### config.mk
export PLATFORM = sky130hd
export DESIGN_NAME = lwt_ctrl
export DESIGN_NICKNAME = d
export VERILOG_FILES = /design/src/rtl/lwt_pkg.sv /design/src/rtl/lwt_src_reduce.sv /design/src/rtl/lwt_route.sv /design/src/rtl/lwt_status.sv /design/src/rtl/lwt_ctrl.sv
export SDC_FILE = /design/constraint.sdc
export NUM_CORES = 1
export LEC_CHECK = 0
export BUFFER_PORTS_ARGS = -buffer_cell sky130_fd_sc_hd__buf_2
export CELL_PAD_IN_SITES_DETAIL_PLACEMENT = 0
export CELL_PAD_IN_SITES_GLOBAL_PLACEMENT = 2
export CORE_UTILIZATION = 16
export DETAILED_ROUTE_END_ITERATION = 16
export PLACE_DENSITY = 0.85
export SLEW_MARGIN = 20
export SYNTH_ARGS = -nofsm -noshare
export SYNTH_HDL_FRONTEND = slang
export SYNTH_SLANG_ARGS = --single-unit
### constraint.sdc
create_clock -name clk -period 1.5 [get_ports clk]
set_clock_uncertainty 0.15 [all_clocks]
set_input_delay 0.225 -clock clk [delete_from_list [all_inputs] [get_ports clk]]
set_output_delay 0.225 -clock clk [all_outputs]
set_load 0.01 [all_outputs]
### src/rtl/lwt_pkg.sv
package lwt_pkg;

  typedef enum logic [1:0] {
    RT_NONE   = 2'd0,
    RT_NEXT   = 2'd1,
    RT_VEC_HI = 2'd2,
    RT_VEC_LO = 2'd3
  } route_e;

  typedef struct packed {
    logic   abort;
    route_e route;
  } decision_t;

endpackage

### src/rtl/lwt_src_reduce.sv
module lwt_src_reduce #(
  parameter int NSRC = 8
) (
  input  logic [NSRC-1:0] flag,
  input  logic [NSRC-1:0] en,
  input  logic [NSRC-1:0] prio,
  output logic            any_pend,
  output logic            hi_pend,
  output logic            lo_pend
);
  logic [NSRC-1:0] pend_v;
  logic [NSRC-1:0] hi_v;
  logic [NSRC-1:0] lo_v;

  for (genvar g = 0; g < NSRC; g++) begin : g_src
    assign pend_v[g] = flag[g] & en[g];
    assign hi_v[g]   = pend_v[g] & prio[g];
    assign lo_v[g]   = pend_v[g] & ~prio[g];
  end

  assign any_pend = |pend_v;
  assign hi_pend  = |hi_v;
  assign lo_pend  = |lo_v;
endmodule

### src/rtl/lwt_route.sv
module lwt_route
  import lwt_pkg::*;
(
  input  logic      live,
  input  logic      warm_rst,
  input  logic      any_pend,
  input  logic      hi_pend,
  input  logic      lo_pend,
  input  logic      gie_high,
  input  logic      gie_low,
  output decision_t dec
);
  always_comb begin
    dec.abort = 1'b0;
    dec.route = RT_NONE;
    if (live) begin
      if (warm_rst) begin
        dec.abort = 1'b1;
      end else if (any_pend) begin
        dec.abort = 1'b1;
        if (hi_pend && gie_high)                   dec.route = RT_VEC_HI;
        else if (lo_pend && gie_high && gie_low)   dec.route = RT_VEC_LO;
        else                                       dec.route = RT_NEXT;
      end
    end
  end
endmodule

### src/rtl/lwt_status.sv
module lwt_status (
  input  logic clk,
  input  logic rst_n,
  input  logic wr_busy,
  input  logic wr_done,
  input  logic sw_clr_err,
  input  logic abort_now,
  output logic live,
  output logic wr_err
);
  logic kill_q;

  assign live = wr_busy & ~kill_q;

  always_ff @(posedge clk or negedge rst_n) begin
    if (!rst_n)          kill_q <= 1'b0;
    else if (!wr_busy)   kill_q <= 1'b0;
    else if (abort_now)  kill_q <= 1'b1;
  end

  always_ff @(posedge clk or negedge rst_n) begin
    if (!rst_n)                               wr_err <= 1'b0;
    else if (abort_now)                       wr_err <= 1'b1;
    else if (sw_clr_err || (wr_done && live)) wr_err <= 1'b0;
  end
endmodule

### src/rtl/lwt_ctrl.sv
module lwt_ctrl
  import lwt_pkg::*;
#(
  parameter int NSRC = 8
) (
  input  logic            clk,
  input  logic            rst_n,
  input  logic            wr_busy,
  input  logic            wr_done,
  input  logic            warm_rst,
  input  logic            in_sleep,
  input  logic [NSRC-1:0] irq_flag,
  input  logic [NSRC-1:0] irq_en,
  input  logic [NSRC-1:0] irq_prio,
  input  logic            gie_high,
  input  logic            gie_low,
  input  logic            sw_clr_err,
  output logic            wr_abort,
  output logic            resume_next,
  output logic            vec_high,
  output logic            vec_low,
  output logic            wake_req,
  output logic            wr_err
);
  logic      any_pend, hi_pend, lo_pend;
  logic      write_live;
  decision_t dec;

  lwt_src_reduce #(.NSRC(NSRC)) u_reduce (
    .flag     (irq_flag),
    .en       (irq_en),
    .prio     (irq_prio),
    .any_pend (any_pend),
    .hi_pend  (hi_pend),
    .lo_pend  (lo_pend)
  );

  lwt_route u_route (
    .live     (write_live),
    .warm_rst (warm_rst),
    .any_pend (any_pend),
    .hi_pend  (hi_pend),
    .lo_pend  (lo_pend),
    .gie_high (gie_high),
    .gie_low  (gie_low),
    .dec      (dec)
  );

  lwt_status u_status (
    .clk        (clk),
    .rst_n      (rst_n),
    .wr_busy    (wr_busy),
    .wr_done    (wr_done),
    .sw_clr_err (sw_clr_err),
    .abort_now  (dec.abort),
    .live       (write_live),
    .wr_err     (wr_err)
  );

  always_ff @(posedge clk or negedge rst_n) begin
    if (!rst_n) begin
      wr_abort    <= 1'b0;
      resume_next <= 1'b0;
      vec_high    <= 1'b0;
      vec_low     <= 1'b0;
      wake_req    <= 1'b0;
    end else begin
      wr_abort    <= dec.abort;
      resume_next <= (dec.route == RT_NEXT);
      vec_high    <= (dec.route == RT_VEC_HI);
      vec_low     <= (dec.route == RT_VEC_LO);
      wake_req    <= in_sleep & any_pend;
    end
  end
endmodule

# Word level (Yosys, flattened, before mapping)
# Cells that the tools add are included.
totals:
  in_bits: 33
  word_cells: 65
  ff_bits: 7
  out_inout_bits: 6
op_classes:
  mux: 10
  n_reduce_logical: 9
  eq_ne: 4
  n_bitwise: 35
ops:
  columns: ["op", "count"]
  rows:
  - ["$and 1x1->1", 26]
  - ["$reduce_or 8->1", 3]
  - ["$not 1->1", 9]
  - ["$mux 2", 3]
  - ["$mux 3", 2]
  - ["$mux 1", 5]
  - ["$eq 2x2->1 const B", 2]
  - ["$logic_and 1x1->1", 4]
  - ["$eq 2x1->1 const B", 1]
  - ["$ne 2x1->1 const B", 1]
  - ["$reduce_bool 2->1", 1]
  - ["$logic_or 1x1->1", 1]

# Logic depth before layout (Yosys ltp)
logic_depth:
  depth_word: 12
  ltp_mapped: 4
  mapped_depth_nobuf: 4

# Hierarchy
# A second synthesis with hierarchy kept.
hier_totals:
  hier_cells: 47
  hier_area_um2: 431.7
by_module_without_submodules:
  columns: ["module", "cells_per_inst", "area_per_inst_um2", "n_inst", "seq_area_each_um2"]
  rows:
  - ["lwt_ctrl", 9, 153.9, 1, 125.1]
  - ["lwt_src_reduce", 26, 152.6, 1, 0.0]
  - ["lwt_status", 7, 86.3, 1, 50.0]
  - ["lwt_route", 5, 38.8, 1, 0.0]

# Worst setup path after synthesis
# OpenSTA, ideal clock, no wires.
synth_path:
  path_type: "reg2reg"
  start: "register u_status.kill_q"
  end: "register resume_next"
  stages_incl_launch_ff: 5
  required_ns: 1.270
  slack_ns: 0.367
  path_buffers: 0
  arrival_ns: 0.903
  setup_time_ns: 0.080
  synth_period_minus_slack_ns: 1.133
  cell_sequence: "dfrtp_1 -> nand2b_1 -> nor2_1 -> o21ai_0 -> nor3b_2"
synth_via:
  elab_chain_len: 4
synth_lines:
  columns: ["element", "line", "source"]
  rows:
  - ["start: declaration", "lwt_status.sv:11", "logic kill_q;"]
  - ["start signal: assignment", "lwt_status.sv:16", "if (!rst_n) kill_q <= 1'b0;"]
  - ["start signal: assignment", "lwt_status.sv:17", "else if (!wr_busy) kill_q <= 1'b0;"]
  - ["start signal: assignment", "lwt_status.sv:18", "else if (abort_now) kill_q <= 1'b1;"]
  - ["$not 1->1", "lwt_status.sv:13", "assign live = wr_busy & ~kill_q;"]
  - ["$and 1x1->1", "lwt_status.sv:13", null]
  - ["$mux 3", "lwt_route.sv:16", "if (live) begin"]
  - ["$eq 2x1->1", "lwt_ctrl.sv:69", "resume_next <= (dec.route == RT_NEXT);"]
  - ["end signal: assignment", "lwt_ctrl.sv:69", null]
  - ["end: declaration", "lwt_ctrl.sv:19", "output logic resume_next,"]
# Every way passes these cells.
# A chain may end at the register's enable or synchronous reset.

# Final worst setup path
# Same ends and word-level chain as after synthesis.

==> results.py <==
metrics = {
    "global_route": {
        "grt_pass1_wl_um": 2010,
        "track_usage": 0.105,
        "grt_pass1_vias": 474,
        "antenna_found_initial": 0,
        "grt_max_degree": 8,
        "grt.overflow.total": 0,
    },
    "yosys": {
        "synth_area_um2": 417,
        "ys_top_cells_by_area": "dfrtp_1 42%, nand3_1 9.6%, nand2_1 6.3%",
        "synth_area_leader_cell": "dfrtp_1",
        "synth.distinct_cells": 17,
        "synth-seq-cells": 7,
        "yosys_warnings": 0,
        "syn_inst": 49,
        "synth_fp_nets": 82,
        "synth_top_cell_area_share": 0.420,
        "seq_area_frac_synth": 0.420,
        "syn_avg_cell_area_um2": 8.50,
    },
    "layout": {
        "multi_input_area_um2": 238,
        "fillers": 289,
        "final_cell_mix": "38 x buf_2, 8 x nand3_1, 7 x nand2_1, 7 x dfrtp_1",
        "layout_commonest_cell": "buf_2",
        "regArea_um2": 175,
        "fin_nets": 126,
        "final_core_util": 0.275,
        "syn_to_final_growth_pct": 63.4,
        "diodes": 0,
        "drive_gt1_frac": 0.478,
    },
    "power_and_ir_drop": {
        "intPower_uw": 362,
        "ir_drop_mv": 0.285,
        "p_comb_frac": 0.253,
        "p_total_uw": 494,
        "power.sequential.fraction": 0.409,
        "power_density_mw_per_mm2": 726,
        "leakage_nw": 0.346,
        "clkPwrFrac": 0.338,
        "p_sw_uw": 132,
        "p_sw_frac": 0.267,
    },
    "sta": {
        "worstMarginPinSlew_ns": 0.391,
        "hold_viol": 0,
        "tns_ns": 0,
        "drv_slew": 0,
        "fmax_ghz": 0.807,
        "setup_viol": 0,
        "max_slew_margin": 0.737,
        "post-route-period-util": 0.826,
        "rsz0062_at_grt": "no",
        "period_needed_ns": 1.24,
    },
    "placed_design": {
        "gp_congestion": 0.690,
        "io_buffers": 38,
        "hpwl_um": 1140,
    },
    "clock_tree": {
        "holdBufCountCts": 1,
        "insertion_delay_ns": 0.25,
        "cts_tree": "built",
        "cts.path.max_buffers": 2,
        "clock-sinks": 7,
        "cts_resized": 0,
        "clock-root-buffer": "clkbuf_4",
        "clkTransAtPathRegs_ns": 0.05,
        "cts_made_buffers": 3,
        "post_cts_buffers": 0,
        "htreeDepth": 1,
    },
    "floorplanning": {
        "io_pins": 39,
        "std_cell_rows": 18,
        "fp.coreArea_mm2": 0.00248,
        "die-area_mm2": 0.00281,
        "die_height_um": 53.0,
        "die_w_um": 53.0,
        "initial_utilization": 0.168,
    },
    "status": {
        "outcome": "finished, final reports clean",
    },
    "worst_setup_path": {
        "worstPathMaxFanout": 4,
        "cp.arrival_ns": 1.26,
        "critPathCaptureType": "flip-flop",
        "cp-start-kind": "flip-flop",
        "required_ns": 1.52,
        "setup.worst_path.class": "reg -> reg",
    },
    "drt": {
        "antenna_left": 0,
        "route.detailed.drc": 0,
        "wl_per_cell_um": 10.4,
        "routed_wl_um": 1270,
        "drt_iter0_markers": 3,
        "routed_via_density": 4.38,
        "vias": 534,
        "first_pass_iters": 4,
    },
    "run": {
        "drv_cap": 0,
    },
    "hold_path": {
        "hold_path.class": "in -> reg",
    },
}
-- area by class of cell --
cell class,instances,share of cell area
Clock buffer,4,0.0386
Timing Repair Buffer,39,0.294
Multi-Input combinational cell,41,0.349
Sequential cell,7,0.257
Tap cell,30,0.0551
Inverter,1,0.00551
-- through the flow --
| stage | hold slack [ns] | setup WS (ns) | cell area, um^2 | instances |
|---|---|---|---|---|
| after floorplan | -0.221 | 0.367 | 417 | 49 |
| after global placement | -0.0880 | 0.0885 | 644 | 117 |
| after detailed placement | -0.0875 | 0.0891 | 644 | 117 |
| after CTS | 0.0352 | 0.259 | 681 | 122 |
| after global routing | 0.0366 | 0.139 | 681 | 122 |
| final | 0.0525 | 0.261 | 681 | 122 |
-- cells in the mapped netlist --
library cell,instances
nand3_1,8
dfrtp_1,7
nand2_1,7
nand4_1,4
o21ai_0,4
o22ai_1,4
nor2_1,3
nor3_1,2
o21a_1,2
and2_1,1
inv_1,1
nand2_2,1
nand2b_1,1
nor2b_1,1
nor3b_2,1
o41a_1,1
o41ai_2,1
-- metal layers --
| layer | routed length, um | GRT usage | part of all wire | vias to the layer above |
|---|---|---|---|---|
| met1 | 540 | 0.123 | 0.43 | 235 |
| met5 | 0 | 0 | 0 | - |
| met2 | 601 | 0.169 | 0.48 | 27 |
| li1 | - | - | - | 272 |
| met3 | 123 | 0.0259 | 0.097 | 0 |
| met4 | 0 | 0.0658 | 0 | 0 |
-- critical path, stage by stage, from the launching register on --
cell	delay [ns]
dfrtp_1	0.37
nand2b_1	0.18
nor2_1	0.10
o21ai_0	0.16
nor3b_2	0.21
-- flip-flops by register name (all words and copies together), names as in the netlist --
name / flops
u_status.kill_q: 1
u_status.wr_err: 1
wake_req: 1
vec_low: 1
wr_abort: 1
resume_next: 1
vec_high: 1
-- power by group through the flow --
stage | clock network, mW | registers (mW) | logic (mW)
2_1_floorplan | 0 | 0.210 | 0.0468
3_3_place_gp | 0 | 0.205 | 0.123
3_5_place_dp | 0 | 0.205 | 0.124
4_1_cts | 0.176 | 0.202 | 0.127
5_1_grt | 0.190 | 0.203 | 0.141
6_report | 0.167 | 0.202 | 0.125
-- kinds of logic after synthesis --
group	count (synthesis)	synth area share
AO/OA/AOI/OAI	12	0.210
buffers and inverters	1	0.00900
flip-flops	7	0.420
AND/OR/NAND/NOR	29	0.360
-- path summary, 6_finish.rpt --
kind                                             start  cells after the start  slack (ns)                     endpoint
setup / recovery           u_status.kill_q$_DFFE_PN0P_                      4        0.26        resume_next$_DFF_PN0_
hold / removal                                in_sleep                      2        0.05           wake_req$_DFF_PN0_
setup reg to reg           u_status.kill_q$_DFFE_PN0P_                      4        0.26        resume_next$_DFF_PN0_
hold reg to reg            u_status.kill_q$_DFFE_PN0P_                      1        0.36  u_status.kill_q$_DFFE_PN0P_
max in group asynchronous                        rst_n                      2        0.87        resume_next$_DFF_PN0_
min in group asynchronous                        rst_n                      2        0.19  u_status.kill_q$_DFFE_PN0P_
No activity file was read; power rests on OpenSTA's default activity.
